<file path="src/rtl/tlb_pkg.sv">
package tlb_pkg;

  localparam logic [3:0] CAUSE_OK         = 4'd0;
  localparam logic [3:0] CAUSE_I_MISS     = 4'd1;
  localparam logic [3:0] CAUSE_D_MISS     = 4'd2;
  localparam logic [3:0] CAUSE_I_MULTI    = 4'd3;
  localparam logic [3:0] CAUSE_D_MULTI    = 4'd4;
  localparam logic [3:0] CAUSE_I_PRIV     = 4'd5;
  localparam logic [3:0] CAUSE_D_PRIV     = 4'd6;
  localparam logic [3:0] CAUSE_FETCH_DENY = 4'd7;
  localparam logic [3:0] CAUSE_LOAD_DENY  = 4'd8;
  localparam logic [3:0] CAUSE_STORE_DENY = 4'd9;

  localparam logic [1:0] ACC_RD = 2'd0;
  localparam logic [1:0] ACC_WR = 2'd1;
  localparam logic [1:0] ACC_EX = 2'd2;

  localparam logic [1:0] CM_BYPASS = 2'd0;
  localparam logic [1:0] CM_ISOL   = 2'd3;

  typedef struct packed {
    logic       rd;
    logic       wr;
    logic       ex;
    logic [1:0] cmode;
  } perm_t;

  // Attribute code to rights and cache mode.
  function automatic perm_t decode_attr(input logic [3:0] a);
    perm_t p;
    p = '0;
    if (a < 4'd12) begin
      p.rd    = 1'b1;
      p.ex    = a[0];
      p.wr    = a[1];
      p.cmode = a[3:2];
    end else if (a == 4'd13) begin
      p.rd    = 1'b1;
      p.wr    = 1'b1;
      p.cmode = CM_ISOL;
    end
    return p;
  endfunction

  // Returns {found, ring}; the lowest matching byte wins.
  function automatic logic [2:0] ring_of(input logic [7:0] asid, input logic [31:0] map);
    logic [2:0] r;
    r = 3'b000;
    for (int i = 3; i >= 0; i--) begin
      if (map[i*8 +: 8] == asid) r = {1'b1, 2'(i)};
    end
    return r;
  endfunction

endpackage

</file>
<file path="src/rtl/tlb_way.sv">
module tlb_way import tlb_pkg::*; #(
  parameter int VA_W      = 32,
  parameter int PAGE_BITS = 12,
  parameter int ENTRIES   = 4
)(
  input  logic            clk,
  input  logic            rst_n,
  input  logic [VA_W-1:0] lk_vaddr,
  input  logic [31:0]     ring_map,
  input  logic            we,
  input  logic [VA_W-1:0] w_vaddr,
  input  logic [VA_W-1:0] w_paddr,
  input  logic [7:0]      w_asid,
  input  logic [3:0]      w_attr,
  output logic            hit,
  output logic [1:0]      ring,
  output logic [VA_W-1:0] paddr,
  output logic [3:0]      attr
);

  localparam int IDXB = $clog2(ENTRIES);
  localparam int TAGW = VA_W - PAGE_BITS;
  localparam logic [VA_W-1:0] OFF_MASK = (VA_W'(1) << PAGE_BITS) - VA_W'(1);

  logic [TAGW-1:0] tag_q   [ENTRIES];
  logic [VA_W-1:0] base_q  [ENTRIES];
  logic [7:0]      asid_q  [ENTRIES];
  logic [3:0]      attr_q  [ENTRIES];

  logic [IDXB-1:0] lk_idx, w_idx;
  logic [TAGW-1:0] lk_tag;
  logic [2:0]      ring_hit;

  assign lk_idx = lk_vaddr[PAGE_BITS +: IDXB];
  assign lk_tag = lk_vaddr[VA_W-1:PAGE_BITS];
  assign w_idx  = w_vaddr[PAGE_BITS +: IDXB];

  always_ff @(posedge clk) begin
    if (!rst_n) begin
      for (int e = 0; e < ENTRIES; e++) begin
        tag_q[e]  <= '0;
        base_q[e] <= '0;
        asid_q[e] <= '0;
        attr_q[e] <= '0;
      end
    end else if (we) begin
      tag_q[w_idx]  <= w_vaddr[VA_W-1:PAGE_BITS];
      base_q[w_idx] <= w_paddr & ~OFF_MASK;
      asid_q[w_idx] <= w_asid;
      attr_q[w_idx] <= w_attr;
    end
  end

  always_comb begin
    ring_hit = ring_of(asid_q[lk_idx], ring_map);
    hit      = (tag_q[lk_idx] == lk_tag) && (asid_q[lk_idx] != 8'd0) && ring_hit[2];
    ring     = ring_hit[1:0];
    paddr    = base_q[lk_idx] | (lk_vaddr & OFF_MASK);
    attr     = attr_q[lk_idx];
  end

endmodule

</file>
<file path="src/rtl/tlb_refill_sel.sv">
module tlb_refill_sel #(
  parameter int CNT_W = 2
)(
  input  logic       clk,
  input  logic       rst_n,
  input  logic       adv,
  output logic [1:0] way
);

  logic [CNT_W-1:0] cnt_q;
  logic [CNT_W-1:0] cnt_nx;

  assign cnt_nx = cnt_q + CNT_W'(1);
  assign way    = cnt_nx[1:0];

  always_ff @(posedge clk) begin
    if (!rst_n)   cnt_q <= '0;
    else if (adv) cnt_q <= cnt_nx;
  end

  AST_REFILL_STEP: assert property (@(posedge clk) disable iff (!rst_n)
    adv |=> way == $past(way) + 2'd1);

endmodule

</file>
<file path="src/rtl/tlb_ctrl_regs.sv">
module tlb_ctrl_regs #(
  parameter logic [31:0] RING_MAP_RESET = 32'h0403_0201
)(
  input  logic        clk,
  input  logic        rst_n,
  input  logic        ring_map_we,
  input  logic [31:0] ring_map_wdata,
  input  logic        pt_base_we,
  input  logic [31:0] pt_base_wdata,
  output logic [31:0] ring_map,
  output logic [31:0] pt_base
);

  always_ff @(posedge clk) begin
    if (!rst_n) begin
      ring_map <= RING_MAP_RESET;
      pt_base  <= '0;
    end else begin
      if (ring_map_we) ring_map <= ring_map_wdata;
      if (pt_base_we)  pt_base  <= pt_base_wdata;
    end
  end

endmodule

</file>
<file path="src/rtl/tlb_lookup_top.sv">
module tlb_lookup_top import tlb_pkg::*; #(
  parameter int NUM_WAYS = 5,
  parameter int ENTRIES  = 4,
  parameter logic [NUM_WAYS*5-1:0] WAY_PAGE_BITS = {5'd20, 5'd12, 5'd12, 5'd12, 5'd12},
  parameter bit DATA_SIDE = 1'b1,
  parameter int REFILL_CNT_W = 2,
  parameter logic [31:0] RING_MAP_RESET = 32'h0403_0201,
  localparam int WAYW = $clog2(NUM_WAYS)
)(
  input  logic            clk,
  input  logic            rst_n,
  input  logic            req_valid,
  output logic            req_ready,
  input  logic [31:0]     req_vaddr,
  input  logic [1:0]      req_acc,
  input  logic [1:0]      req_ring,
  output logic            rsp_valid,
  input  logic            rsp_ready,
  output logic [3:0]      rsp_cause,
  output logic [31:0]     rsp_paddr,
  output logic [2:0]      rsp_perm,
  output logic [1:0]      rsp_cache,
  output logic [1:0]      rsp_ring,
  output logic [31:0]     rsp_pte_addr,
  input  logic            wr_valid,
  input  logic [WAYW-1:0] wr_way,
  input  logic [31:0]     wr_vaddr,
  input  logic [31:0]     wr_paddr,
  input  logic [7:0]      wr_asid,
  input  logic [3:0]      wr_attr,
  input  logic            refill_valid,
  input  logic [31:0]     refill_vaddr,
  input  logic [31:0]     refill_pte,
  input  logic            ring_map_we,
  input  logic [31:0]     ring_map_wdata,
  input  logic            pt_base_we,
  input  logic [31:0]     pt_base_wdata
);

  localparam int VA_W = 32;
  localparam int CNTW = $clog2(NUM_WAYS + 1);

  logic [31:0] ring_map, pt_base;
  logic [1:0]  rf_way;
  logic [7:0]  rf_asid;

  logic [NUM_WAYS-1:0] hit_vec;
  logic [1:0]          way_ring [NUM_WAYS];
  logic [VA_W-1:0]     way_pa   [NUM_WAYS];
  logic [3:0]          way_attr [NUM_WAYS];

  tlb_ctrl_regs #(.RING_MAP_RESET(RING_MAP_RESET)) u_regs (
    .clk(clk), .rst_n(rst_n),
    .ring_map_we(ring_map_we), .ring_map_wdata(ring_map_wdata),
    .pt_base_we(pt_base_we), .pt_base_wdata(pt_base_wdata),
    .ring_map(ring_map), .pt_base(pt_base)
  );

  tlb_refill_sel #(.CNT_W(REFILL_CNT_W)) u_rr (
    .clk(clk), .rst_n(rst_n), .adv(refill_valid), .way(rf_way)
  );

  assign rf_asid = ring_map[refill_pte[5:4]*8 +: 8];

  for (genvar w = 0; w < NUM_WAYS; w++) begin : g_way
    localparam int PB = int'(WAY_PAGE_BITS[w*5 +: 5]);
    logic            rf_sel, we;
    logic [VA_W-1:0] w_va, w_pa;
    logic [7:0]      w_asid;
    logic [3:0]      w_attr;

    assign rf_sel = refill_valid && (int'(rf_way) == w);
    assign we     = rf_sel || (wr_valid && (int'(wr_way) == w));
    assign w_va   = rf_sel ? refill_vaddr     : wr_vaddr;
    assign w_pa   = rf_sel ? refill_pte       : wr_paddr;
    assign w_asid = rf_sel ? rf_asid          : wr_asid;
    assign w_attr = rf_sel ? refill_pte[3:0]  : wr_attr;

    tlb_way #(.VA_W(VA_W), .PAGE_BITS(PB), .ENTRIES(ENTRIES)) u_way (
      .clk(clk), .rst_n(rst_n),
      .lk_vaddr(req_vaddr), .ring_map(ring_map),
      .we(we), .w_vaddr(w_va), .w_paddr(w_pa), .w_asid(w_asid), .w_attr(w_attr),
      .hit(hit_vec[w]), .ring(way_ring[w]), .paddr(way_pa[w]), .attr(way_attr[w])
    );
  end

  // Resolution of the per-way results into one answer.
  logic [CNTW-1:0] nhits;
  logic [1:0]      sel_ring;
  logic [VA_W-1:0] sel_pa;
  logic [3:0]      sel_attr;
  perm_t           perm;
  logic            granted;
  logic [3:0]      deny_cause;
  logic [3:0]      n_cause;
  logic [31:0]     n_paddr;
  logic [2:0]      n_perm;
  logic [1:0]      n_cache, n_ring;
  logic [31:0]     n_pte;

  always_comb begin
    nhits    = CNTW'($countones(hit_vec));
    sel_ring = '0;
    sel_pa   = '0;
    sel_attr = '0;
    for (int w = 0; w < NUM_WAYS; w++) begin
      if (hit_vec[w]) begin
        sel_ring = way_ring[w];
        sel_pa   = way_pa[w];
        sel_attr = way_attr[w];
      end
    end

    perm = decode_attr(sel_attr);
    if (DATA_SIDE) perm.ex = 1'b0;
    else begin
      perm.rd = 1'b0;
      perm.wr = 1'b0;
    end

    case (req_acc)
      ACC_RD:  granted = perm.rd;
      ACC_WR:  granted = perm.wr;
      ACC_EX:  granted = perm.ex;
      default: granted = 1'b0;
    endcase

    if (DATA_SIDE) deny_cause = (req_acc == ACC_WR) ? CAUSE_STORE_DENY : CAUSE_LOAD_DENY;
    else           deny_cause = CAUSE_FETCH_DENY;

    n_paddr = '0;
    n_perm  = '0;
    n_cache = CM_BYPASS;
    n_ring  = '0;
    if (nhits == '0) begin
      n_cause = DATA_SIDE ? CAUSE_D_MISS : CAUSE_I_MISS;
    end else if (nhits > CNTW'(1)) begin
      n_cause = DATA_SIDE ? CAUSE_D_MULTI : CAUSE_I_MULTI;
    end else begin
      n_perm  = {perm.rd, perm.wr, perm.ex};
      n_cache = perm.cmode;
      n_ring  = sel_ring;
      if (sel_ring < req_ring) n_cause = DATA_SIDE ? CAUSE_D_PRIV : CAUSE_I_PRIV;
      else if (!granted)       n_cause = deny_cause;
      else begin
        n_cause = CAUSE_OK;
        n_paddr = sel_pa;
      end
    end

    n_pte = (pt_base | (req_vaddr >> 10)) & ~32'h3;
  end

  // Response register with valid/ready hold.
  logic accept;
  assign req_ready = !rsp_valid || rsp_ready;
  assign accept    = req_valid && req_ready;

  always_ff @(posedge clk) begin
    if (!rst_n) begin
      rsp_valid    <= 1'b0;
      rsp_cause    <= '0;
      rsp_paddr    <= '0;
      rsp_perm     <= '0;
      rsp_cache    <= '0;
      rsp_ring     <= '0;
      rsp_pte_addr <= '0;
    end else if (accept) begin
      rsp_valid    <= 1'b1;
      rsp_cause    <= n_cause;
      rsp_paddr    <= n_paddr;
      rsp_perm     <= n_perm;
      rsp_cache    <= n_cache;
      rsp_ring     <= n_ring;
      rsp_pte_addr <= n_pte;
    end else if (rsp_ready) begin
      rsp_valid    <= 1'b0;
    end
  end

  AST_RSP_HOLD: assert property (@(posedge clk) disable iff (!rst_n)
    rsp_valid && !rsp_ready |=> rsp_valid && $stable(rsp_cause) && $stable(rsp_paddr) && $stable(rsp_pte_addr));

  AST_MISS_FAULT: assert property (@(posedge clk) disable iff (!rst_n)
    accept && (hit_vec == '0) |=> (rsp_cause == CAUSE_D_MISS || rsp_cause == CAUSE_I_MISS) && rsp_paddr == '0);

  AST_MULTI_FAULT: assert property (@(posedge clk) disable iff (!rst_n)
    accept && ($countones(hit_vec) > 1) |=> (rsp_cause == CAUSE_D_MULTI || rsp_cause == CAUSE_I_MULTI));

  AST_OK_HAS_RIGHTS: assert property (@(posedge clk) disable iff (!rst_n)
    rsp_valid && rsp_cause == CAUSE_OK |-> rsp_perm != 3'b000);

  AST_ISOLATE_NO_EXEC: assert property (@(posedge clk) disable iff (!rst_n)
    rsp_valid && rsp_cache == CM_ISOL |-> !rsp_perm[0]);

endmodule

</file>
<file path="config.mk">
export PLATFORM = sky130hd
export DESIGN_NAME = tlb_lookup_top
export DESIGN_NICKNAME = d
export VERILOG_FILES = /design/src/rtl/tlb_pkg.sv /design/src/rtl/tlb_way.sv /design/src/rtl/tlb_refill_sel.sv /design/src/rtl/tlb_ctrl_regs.sv /design/src/rtl/tlb_lookup_top.sv
export SDC_FILE = /design/constraint.sdc
export NUM_CORES = 2
export LEC_CHECK = 0
export ABC_AREA = 1
export BUFFER_PORTS_ARGS = -buffer_cell sky130_fd_sc_hd__buf_2
export CORE_MARGIN = 4
export CORE_UTILIZATION = 42
export CTS_CLUSTER_DIAMETER = 40
export DETAILED_ROUTE_END_ITERATION = 10
export GPL_ROUTABILITY_DRIVEN = 0
export PLACE_DENSITY = 0.7
export SLEW_MARGIN = 20
export SYNTH_ARGS = -nofsm -noshare
export SYNTH_HDL_FRONTEND = slang
export SYNTH_SLANG_ARGS = --single-unit
</file>
<file path="constraint.sdc">
create_clock -name clk -period 9 [get_ports clk]
set_clock_uncertainty 0.05 [all_clocks]
set_input_delay 0.9 -clock clk [delete_from_list [all_inputs] [get_ports clk]]
set_output_delay 0.9 -clock clk [all_outputs]
set_load 0.05 [all_outputs]
</file>
==> flow_metrics.env <==
export IMPL_hpwlAfterDp_um=117000
export IMPL_finalMaxSlewViolations=0
export IMPL_wl_per_cell_um=24.2
export IMPL_die_w_um=368
export IMPL_cpPeakStageDelay_ns=0.67
export IMPL_firstDrtPassIters=7
export IMPL_grt_max_degree=172
export IMPL_rsz0062_at_grt="no"
export IMPL_final_common_cell="nand2_1"
export IMPL_ys_top_cells_by_area="edfxtp_1 (54%), nand2_1 (10%), nor2_1 (9.6%)"
export IMPL_cts_tree="done"
export IMPL_worstPathArrival_ns=7.21
export IMPL_cts_sinks=1113
export IMPL_critPathLaunchType="input pin"
export IMPL_die_area_um2=135000
export IMPL_row_count=131
export IMPL_power_mw=13.2
export IMPL_num_vias=47523
export IMPL_yosys_area_share_xor_xnor=0.0193
export IMPL_start_util=0.424
export IMPL_irDropWorstVdd_mv=0.146
export IMPL_drive_above_1_share=0.104
export IMPL_maxCapViolCount=0
export IMPL_status="completed"
export IMPL_syn2layout_area_growth_pct=14.0
export IMPL_clock_latency_ns=0.78
export IMPL_ios=328
export IMPL_crit_top_cell="nand2_1"
export IMPL_hold_class="in -> reg"
export IMPL_cts_max_level=4
export IMPL_layout_common_cells="nand2_1 (1486), nor2_1 (1388), edfxtp_1 (976)"
export IMPL_synth_simple_area_share=0.259
export IMPL_ys_seq_area_frac=0.590
export IMPL_power_density_nw_per_um2=214
export IMPL_setup_tns_final_ns=0
export IMPL_setup_violations=0
export IMPL_cp_slowest_cell="a21oi_4"
export IMPL_viasPerCell=5.84
export IMPL_worstSetupPathType="in -> reg"
export IMPL_syn_area_um2=54300
export IMPL_finalNonFillerCells=8140
export IMPL_nNetsFinal=6545
export IMPL_synth_cells=6144
export IMPL_leakagePower_nw=25.4
export IMPL_cts_hold_fix_buffers=0
export IMPL_yosys_warnings=0
export IMPL_core_area_um2=128000
export IMPL_yosysTopAreaCellShare=0.540
export IMPL_place_ws_ns=1.93
export IMPL_cp_end_kind="register"
export IMPL_synth_compound_area_frac=0.0804
export IMPL_port_buffers=280
export IMPL_cp_required_ns=9.63
export IMPL_drtIter0Drc=7429
export IMPL_synthMuxAreaShare=0
export IMPL_synth_main_ff_cell="edfxtp_1"
export IMPL_ys_types=51
export IMPL_fillers=11757
export IMPL_route_detailed_drc=0
export IMPL_finalWirelength_um=197000
export IMPL_synth_top_family_by_area="simple AND/OR/NAND/NOR gates"
export IMPL_fin_ws_ns=2.42
export IMPL_syn_mean_instance_area_um2=8.84
export IMPL_cts_root_buf="clkbuf_16"
export IMPL_yosys_area_top_type="edfxtp_1"
export IMPL_grt_pass1_vias=44104
export IMPL_max_slew_margin=0.189
export IMPL_ys_seq_elements=1113
export IMPL_dp_cells=7870
export IMPL_cts_buffers=141
export IMPL_grt_pass1_wl_um=284000
export IMPL_antenna_found_initial=19
export IMPL_design_area_um2=61900
export IMPL_synth_edf_count=976
export IMPL_path_cells="buf_8, inv_8, buf_4, buf_4, nand2_1, nand3_1, nand2_1, nand2_1, nand2_1, nor2_1, nand3_1, nor2_4, o21ai_2, buf_4, fa_1, fa_1, inv_1, ha_1, nor3b_1, nor2_1, nand2_1, a21oi_4, nand3_1, a21oi_1"
export IMPL_post_dp_cell_area_um2=57000
export IMPL_clk_path_buf_depth=3
export IMPL_worstMarginPinSlew_ns=1.22
export IMPL_ctsResizeCount=0
export IMPL_synthAdderAreaFrac=0.00235
export IMPL_synthArstFlopShare=0
export IMPL_grt_use_total=0.281
export IMPL_max_freq_ghz=0.152
export IMPL_fin_crit_sh=0.731
export IMPL_hold_viol=0
export IMPL_die_height_um=368
export IMPL_path_clk_slew_ns=0.06
export IMPL_route_antenna_remaining_nets=0
export IMPL_min_period_ns=6.58
export IMPL_cts_setup_buffers=0
export IMPL_grt_overflow=0
export IMPL_critical_path_max_fanout=107
-- logic make-up after synthesis --
kind of cell,count (synthesis)
fa+ha+maj,9
xor+xnor,120
other cells,1
simple gates,3503
compound gates,782
buf+inv,616
flops,1113
-- cells in the mapped netlist (3+ instances only) --
library cell,number
nand3_1,457
dfxtp_1,137
and3_1,3
o31ai_1,6
nor2_4,3
o21ai_1,10
nand2_2,15
inv_1,216
a31oi_1,9
buf_1,17
edfxtp_1,976
clkbuf_1,258
ha_1,7
o21ai_0,435
buf_4,35
a21oi_1,188
o22ai_1,56
inv_2,6
nor3_1,66
or2_1,3
a32o_1,55
nand3_2,9
nand4_1,32
o211ai_1,3
buf_6,19
nand3b_1,8
clkinv_1,20
nor2_1,1388
nand2_1,1509
xor2_1,120
a22oi_1,8
buf_2,45
-- critical path: cells and delay by family --
| family | cells | cell delay (ns) |
|---|---|---|
| buffers and inverters | 6 | 2.27 |
| and+or+nand+nor | 12 | 1.60 |
| AOI/OAI and AO/OA | 3 | 0.93 |
| adders and majority gates | 3 | 1.14 |
-- state kept, by name, indices dropped and copies added (netlist names) --
name / cells
rsp_perm: 2
rsp_valid: 1
u_rr.cnt_q: 2
rsp_pte_addr: 30
rsp_cause: 4
u_regs.ring_map: 32
g_way.u_way.attr_q: 80
g_way.u_way.base_q: 368
rsp_cache: 2
u_regs.pt_base: 30
g_way.u_way.tag_q: 368
rsp_paddr: 32
rsp_ring: 2
g_way.u_way.asid_q: 160
-- layer usage --
metal	part of all wire	global-route usage	vias to the layer above	routed length (µm)
met5	0.00029	0	-	57
met4	0.066	0.170	8	13000
li1	-	-	20905	-
met1	0.35	0.356	22236	68900
met3	0.14	0.0741	746	27500
met2	0.44	0.432	3628	87400
-- report_power, final --
part / internal, mW / switching, mW / total [mW]
sequential: 5.88 / 0.0935 / 5.98
combinational: 0.344 / 1.10 / 1.45
clock: 3.48 / 2.34 / 5.82
total: 9.71 / 3.54 / 13.2
-- metrics by stage --
step / hold WS (ns) / util
3_3_place_gp: 0.400 / 0.446
2_1_floorplan: 0.405 / -
3_5_place_dp: 0.405 / 0.446
5_1_grt: 0.298 / 0.484
6_report: 0.301 / 0.484
4_1_cts: 0.266 / 0.483
-- path summary, 6_finish.rpt --
kind | cells past startpoint | end | slack, ns | start
hold reg to reg | 2 | rsp_paddr[22]$_SDFFE_PN0P_ | 0.41 | rsp_paddr[22]$_SDFFE_PN0P_
setup reg to reg | 19 | rsp_paddr[21]$_SDFFE_PN0P_ | 3.71 | u_regs.ring_map[12]$_SDFFE_PN0P_
hold / removal | 3 | u_regs.ring_map[9]$_SDFFE_PN1P_ | 0.30 | ring_map_wdata[9]
setup / recovery | 24 | rsp_paddr[21]$_SDFFE_PN0P_ | 2.42 | req_vaddr[12]
-- area by class of cell --
| type | count | area [µm²] | area share |
|---|---|---|---|
| multi-input combinational | 4437 | 19900 | 0.321 |
| tap | 1729 | 2160 | 0.0349 |
| inverter | 242 | 926 | 0.0150 |
| timing repair buffer | 350 | 2020 | 0.0326 |
| sequential | 1113 | 32100 | 0.518 |
| clock inverter | 91 | 1060 | 0.0172 |
| clock buffer | 166 | 3770 | 0.0608 |
| antenna | 12 | 30.0 | 0.000485 |
(Power assumes the default switching activity.)
